**config.mk**
```make
export PLATFORM = sky130hd
export DESIGN_NAME = seg_xlate
export DESIGN_NICKNAME = d
export VERILOG_FILES = /design/src/rtl/seg_xlate.sv
export SDC_FILE = /design/constraint.sdc
export NUM_CORES = 1
export LEC_CHECK = 0
export BUFFER_PORTS_ARGS = -buffer_cell sky130_fd_sc_hd__buf_4
export CORE_ASPECT_RATIO = 0.9
export CORE_MARGIN = 5
export CORE_UTILIZATION = 57
export CTS_CLUSTER_SIZE = 30
export DETAILED_ROUTE_END_ITERATION = 7
export PLACE_DENSITY = 0.75
export SYNTH_ARGS = -nofsm -noshare
export SYNTH_HDL_FRONTEND = slang
export SYNTH_SLANG_ARGS = --single-unit
```
**constraint.sdc**
```tcl
create_clock -name clk -period 5.3 [get_ports clk]
set_input_delay 1.06 -clock clk [delete_from_list [all_inputs] [get_ports clk]]
set_output_delay 1.06 -clock clk [all_outputs]
set_load 0.005 [all_outputs]
```
**src/rtl/seg_xlate.sv**
```systemverilog
module seg_xlate #(
  parameter int SEG_W = 3,
  parameter int OFF_W = 12,
  parameter int PA_W  = 16
) (
  input  logic               clk,
  input  logic               rst_n,
  input  logic               kmode,
  input  logic               tw_en,
  input  logic [SEG_W-1:0]   tw_idx,
  input  logic [PA_W-1:0]    tw_base,
  input  logic [OFF_W:0]     tw_limit,
  input  logic               tw_valid,
  input  logic [2:0]         tw_perm,
  input  logic               len_we,
  input  logic [SEG_W:0]     len_val,
  input  logic               req_valid,
  input  logic [SEG_W-1:0]   req_seg,
  input  logic [OFF_W-1:0]   req_off,
  input  logic [1:0]         req_acc,
  output logic               rsp_valid,
  output logic [PA_W-1:0]    rsp_paddr,
  output logic               rsp_trap,
  output logic [1:0]         rsp_cause,
  output logic               priv_err
);
  localparam int NSEG  = 1 << SEG_W;
  localparam int LIM_W = OFF_W + 1;

  logic [PA_W-1:0]  base_q [NSEG];
  logic [LIM_W-1:0] lim_q  [NSEG];
  logic [2:0]       perm_q [NSEG];
  logic [NSEG-1:0]  vld_q;
  logic [SEG_W:0]   len_q;

  logic             rq_v;
  logic [SEG_W-1:0] rq_seg;
  logic [OFF_W-1:0] rq_off;
  logic [1:0]       rq_acc;

  wire kw = tw_en & kmode;
  wire lw = len_we & kmode;

  always_ff @(posedge clk) begin
    if (!rst_n) begin
      for (int i = 0; i < NSEG; i++) begin
        base_q[i] <= '0;
        lim_q[i]  <= '0;
        perm_q[i] <= '0;
      end
      vld_q    <= '0;
      len_q    <= '0;
      priv_err <= 1'b0;
    end else begin
      if (kw) begin
        base_q[tw_idx] <= tw_base;
        lim_q[tw_idx]  <= tw_limit;
        perm_q[tw_idx] <= tw_perm;
        vld_q[tw_idx]  <= tw_valid;
      end
      if (lw) len_q <= len_val;
      priv_err <= (tw_en | len_we) & ~kmode;
    end
  end

  always_ff @(posedge clk) begin
    if (!rst_n) begin
      rq_v   <= 1'b0;
      rq_seg <= '0;
      rq_off <= '0;
      rq_acc <= '0;
    end else begin
      rq_v <= req_valid;
      if (req_valid) begin
        rq_seg <= req_seg;
        rq_off <= req_off;
        rq_acc <= req_acc;
      end
    end
  end

  logic seg_ok, off_ok, perm_ok;
  logic [1:0] cause;

  assign seg_ok = ({1'b0, rq_seg} < len_q) && vld_q[rq_seg];
  assign off_ok = {1'b0, rq_off} < lim_q[rq_seg];

  always_comb begin
    unique case (rq_acc)
      2'b00:   perm_ok = perm_q[rq_seg][0];
      2'b01:   perm_ok = perm_q[rq_seg][1];
      2'b10:   perm_ok = perm_q[rq_seg][2];
      default: perm_ok = 1'b0;
    endcase
  end

  always_comb begin
    if (!seg_ok)       cause = 2'b01;
    else if (!off_ok)  cause = 2'b10;
    else if (!perm_ok) cause = 2'b11;
    else               cause = 2'b00;
  end

  assign rsp_valid = rq_v;
  assign rsp_cause = rq_v ? cause : 2'b00;
  assign rsp_trap  = rq_v && (cause != 2'b00);
  assign rsp_paddr = (rq_v && cause == 2'b00) ? base_q[rq_seg] + PA_W'(rq_off) : '0;

  AST_RSP_AFTER_REQ: assert property (@(posedge clk) disable iff (!rst_n)
    req_valid |=> rsp_valid);
  AST_NO_RSP_IDLE: assert property (@(posedge clk) disable iff (!rst_n)
    !req_valid |=> !rsp_valid);
  AST_IDLE_QUIET: assert property (@(posedge clk) disable iff (!rst_n)
    !rsp_valid |-> (rsp_cause == 2'b00 && !rsp_trap));
  AST_TRAP_NO_ADDR: assert property (@(posedge clk) disable iff (!rst_n)
    rsp_trap |-> rsp_paddr == '0);
  AST_USER_WRITE_FLAG: assert property (@(posedge clk) disable iff (!rst_n)
    ((tw_en || len_we) && !kmode) |=> priv_err);
  AST_USER_LEN_HOLD: assert property (@(posedge clk) disable iff (!rst_n)
    (len_we && !kmode) |=> $stable(len_q));
endmodule

```
# After elaboration in Yosys (flattened, before gate mapping)
# Memories as Yosys holds them, arrays and structs flattened. A register that Yosys moved wholly into a read port is not among the register bits.
# Index checks and enable logic that the tools add are counted.
# totals
regBits	31
mem_bits_rw	256
in_bits	63
output_inout_bits	21
wordCells	63
memories	3
# op_classes
n_addsub	1
order_cmp	5
n_eq_ne	2
mux	30
bitwise	5
n_reduce_logical	10
# mem_list
name	words	word_bits	read_ports	rd_ports_with_merged_regs	wr	line	rtl
base_q	8	16	1	1	8	30	logic [PA_W-1:0] base_q [NSEG];
lim_q	8	13	1	1	8	31	logic [LIM_W-1:0] lim_q [NSEG];
perm_q	8	3	1	1	8	32	logic [2:0] perm_q [NSEG];
# ops
operator	count
16-bit 2-to-1 mux	2
3-bit 2-to-1 mux	10
16-bit by 12-bit adder with 16-bit output	1
16-bit OR reduction	1
12-bit by 13-bit less-than comparator with 1-bit output	1
13-bit 2-to-1 mux	1
13-bit OR reduction	1
1-bit 2-to-1 mux	9
8-bit bitwise mux	1
3-bit by 4-bit less-than comparator with 1-bit output, second input constant	2
2-bit 2-to-1 mux	4
1-bit logical AND	4
2-bit logical NOT	2
3-bit by 4-bit less-than comparator with 1-bit output	1
1-bit bitwise AND	3
1-bit binary-select mux with 3-bit select	1
1-bit demux with 3-bit select	1
3-bit by 1-bit >= comparator with 1-bit output, second input constant	1
1-bit case mux with 3 select lines	1
3-bit OR reduction	1
2-bit by 1-bit == test with 1-bit output, second input constant	1
2-bit == test, second input constant	1
2-bit nonzero test	1
1-bit NOT	1
1-bit OR	1

# Longest topological paths before layout
# logic_depth
word_depth	8
mapped_depth	14

# Worst setup path before layout
# OpenSTA, ideal clock, no wires.
# synth_timing
kind	reg2out
start	reg (tool-made name)
end	out rsp_paddr[7]
arrival_time_ns	3.534
path_slack_ns	0.706
stages_incl_launch_ff	15
path_buffers	5
path_cell_list	dfxtp_1 buf_6 buf_12 buf_2 buf_2 mux4_2 mux2i_1 ha_1 a21oi_1 o21ai_0 a221oi_1 a31oi_4 or3b_4 buf_12 nor3b_2
# synth_lines
item	line	rtl
end, declared	22	output logic [PA_W-1:0] rsp_paddr,

==> flow_summary.ini <==
[synth]
syn_area_um2 = 13800
synth_top_area_share = 0.556
synth-edff-count = 256
synthFlopType = edfxtp_1
synthArstFlopShare = 0
syn_inst = 949
ys_ff_latch = 290
syn_nets = 1038
syn_area_per_cell_um2 = 14.6
synth_commonest_cells = and2_1 (260), edfxtp_1 (256), mux4_2 (59), clkbuf_1 (38), mux2i_1 (37)
yosysTopAreaCell = edfxtp_1
seq_area_frac_synth = 0.606
yosysUniqueCellTypes = 59
ys_top_cells_by_area = edfxtp_1 (56%), and2_1 (12%), mux4_2 (9.6%)
yosys_warnings = 0
synth_most_common_cell = and2_1

[critical_path]
critPathLaunchType = flop
slowest_delay_ps = 520
crit_type = flop to primary output
critPathMaxFanout = 14
crit_chain = buf_6 -> mux4_2 -> mux2i_1 -> ha_1 -> nand4_1 -> nor2_1 -> a221oi_1 -> a31oi_4 -> or3b_4 -> nor4b_2 -> buf_4
arrival_ps = 4000
rrSetupSlack_ps = 4350
worstRegToRegCells = 2
cp.buffers_inverters = 2
worstReg2RegStart = rq_seg[0]$_SDFFE_PN0P_
cp_top_family = simple AND/OR/NAND/NOR gates
slowest_stage = mux4_2
worstPathRequired_ps = 4240
worstSetupEndpointType = primary output

[sta]
setup_viol = 0
setup_slack_ps = 236
tns_ps = 0
fmax_mhz = 197
rsz0062_at_grt = no
final-max-slew-violation-count = 0
hold_violations = 0
fin_crit_ps = 5060
worst_pin_slew_ps = 1070
max_slew_margin = 0.284
period_share = 0.955
skew_ps = 2.71

[finish]
syn_to_final_growth_pct = 15.7
layout.area.seq_um2 = 8380
fillers = 1660
layoutNonFillerInstCount = 1375
drive_above_1_share = 0.251
postLayoutCoreUtil = 0.665
layout.nets = 1131
multi_input_area_um2 = 5290

[global_route]
grt_usage = 0.244
grt_start_max_net_pins = 37
grt_antenna_before_repair = 1
grt_overflow = 0
grt_first_pass_wirelength_mm = 50.6
grt_pass1_vias = 8178

[min_path]
hold_path_class = flop to flop
min_path_cells = 2
worstHoldStart = vld_q[1]$_SDFFE_PN0P_
worstHoldEndpoint = vld_q[1]$_SDFFE_PN0P_

[power_and_ir_drop]
finalPower_mw = 5.30
p_leak_nw = 5.78
peakVddDrop_mv = 0.225
powerDensity_nw_per_um2 = 331

[outcome]
status = complete, no violations

[placement]
dp.final_hpwl_mm = 19.4
place_inst = 1311
port_buffers = 83
post-place-ws_ps = 570
place_congestion = 0.846

[cts]
ctsLongestPathBuffers = 3
cts-htree-levels = 1
clock-root-buffer = clkbuf_16
clk_pin_slew_ps = 60
cts_buffers = 30
clock_latency_ps = 540
cts_tree = yes
cts_hold_buf = 0
cts_num_sinks = 290

[floorplanning]
coreArea_um2 = 24100
fp.dieW_um = 174
pin_count = 84
dieArea_um2 = 27500
die_h_um = 158
initial_utilization = 0.575
rows = 54

[run]
max-cap-violations = 0

[detailed_routing]
first_pass_iters = 5
antenna_left = 0
drc = 0
drt-wirelength-per-cell_um = 24.1
vias = 8122
first_iter_violations = 829
vias_per_cell = 5.91
routed_wirelength_mm = 33.2
==> area by class of cell <==
cell class,count,share of cell area
Antenna cell,1,0.000157
Clock buffer,35,0.0495
Clock inverter,21,0.0117
Inverter,12,0.00282
Multi-Input combinational cell,596,0.331
Sequential cell,290,0.524
Tap cell,308,0.0241
Timing Repair Buffer,112,0.0567
==> placed cells by master, fill, tap and decap left out, drive strengths merged, types with 4 or more instances in the layout <==
cell,instances
and2,260
edfxtp,256
buf,111
mux4,66
mux2i,37
clkbuf,36
dfxtp,34
o21ai,27
nand2,26
ha,25
nor2,23
nor2b,19
clkinv,18
a21oi,15
mux2,13
inv,12
nand3,12
nand2b,8
nor3,8
a21o,5
xor2,5
nor3b,5
a21boi,4
==> state kept, by name, indices dropped and copies added, names as in the netlist, named ones only <==
| signal | cells |
|---|---|
| priv_err | 1 |
| perm_q | 24 |
| rq_off | 12 |
| vld_q | 8 |
| lim_q | 104 |
| rq_acc | 2 |
| rsp_valid | 1 |
| rq_seg | 3 |
| len_q | 4 |
| base_q | 128 |
==> layer usage <==
layer,up-vias,track usage,wire (um)
met5,-,0,0
met4,0,0.0460,442
met3,34,0.0411,2740
met2,337,0.402,15900
met1,4063,0.354,14100
li1,3688,-,-
==> kinds of logic after synthesis <==
logic type      synth area share
simple gates               0.164
flops                      0.606
mux                        0.147
compound gates            0.0334
buf+inv                   0.0219
fa+ha+maj                 0.0241
xor+xnor                 0.00444
==> how the worst max path moves through the flow <==
| stage | cells past startpoint | slack [ps] | startpoint | endpoint |
|---|---|---|---|---|
| after global routing | 11 | 70 | flop | rsp_paddr[13] |
| after detailed placement | 11 | 570 | flop | rsp_paddr[13] |
| after CTS | 11 | 30 | flop | rsp_paddr[15] |
| after floorplan | 14 | 710 | flop | rsp_paddr[7] |
| after global placement | 11 | 610 | flop | rsp_paddr[14] |
| final | 11 | 240 | flop | rsp_paddr[14] |
==> tightest hold or removal path: cells and delay by family, from the launching register on <==
family,cells,cell delay [ps]
buf+inv,1,40
flops,1,310
compound gates,1,70
==> through the flow <==
stage                     cell area [um2]  hold slack, ps
final                               16000             468
after CTS                           15900             474
after detailed placement            14900             465
after floorplan                     13800             442
after global placement              14900             455
after global routing                16000             485
==> timing repair <==
action / in CTS / in global routing
buffers inserted: 0 / 6
gates cloned: 0 / 1
resized for setup: 1 / 4
endpoints found under the setup margin: 2 / 6
==> power by group <==
part / switching, mW / total, mW / internal (mW)
Sequential: 0.0549 / 2.67 / 2.62
Combinational: 0.302 / 0.551 / 0.249
Clock: 0.863 / 2.08 / 1.21
Total: 1.22 / 5.30 / 4.08
Power figures use the tool's default switching activity.
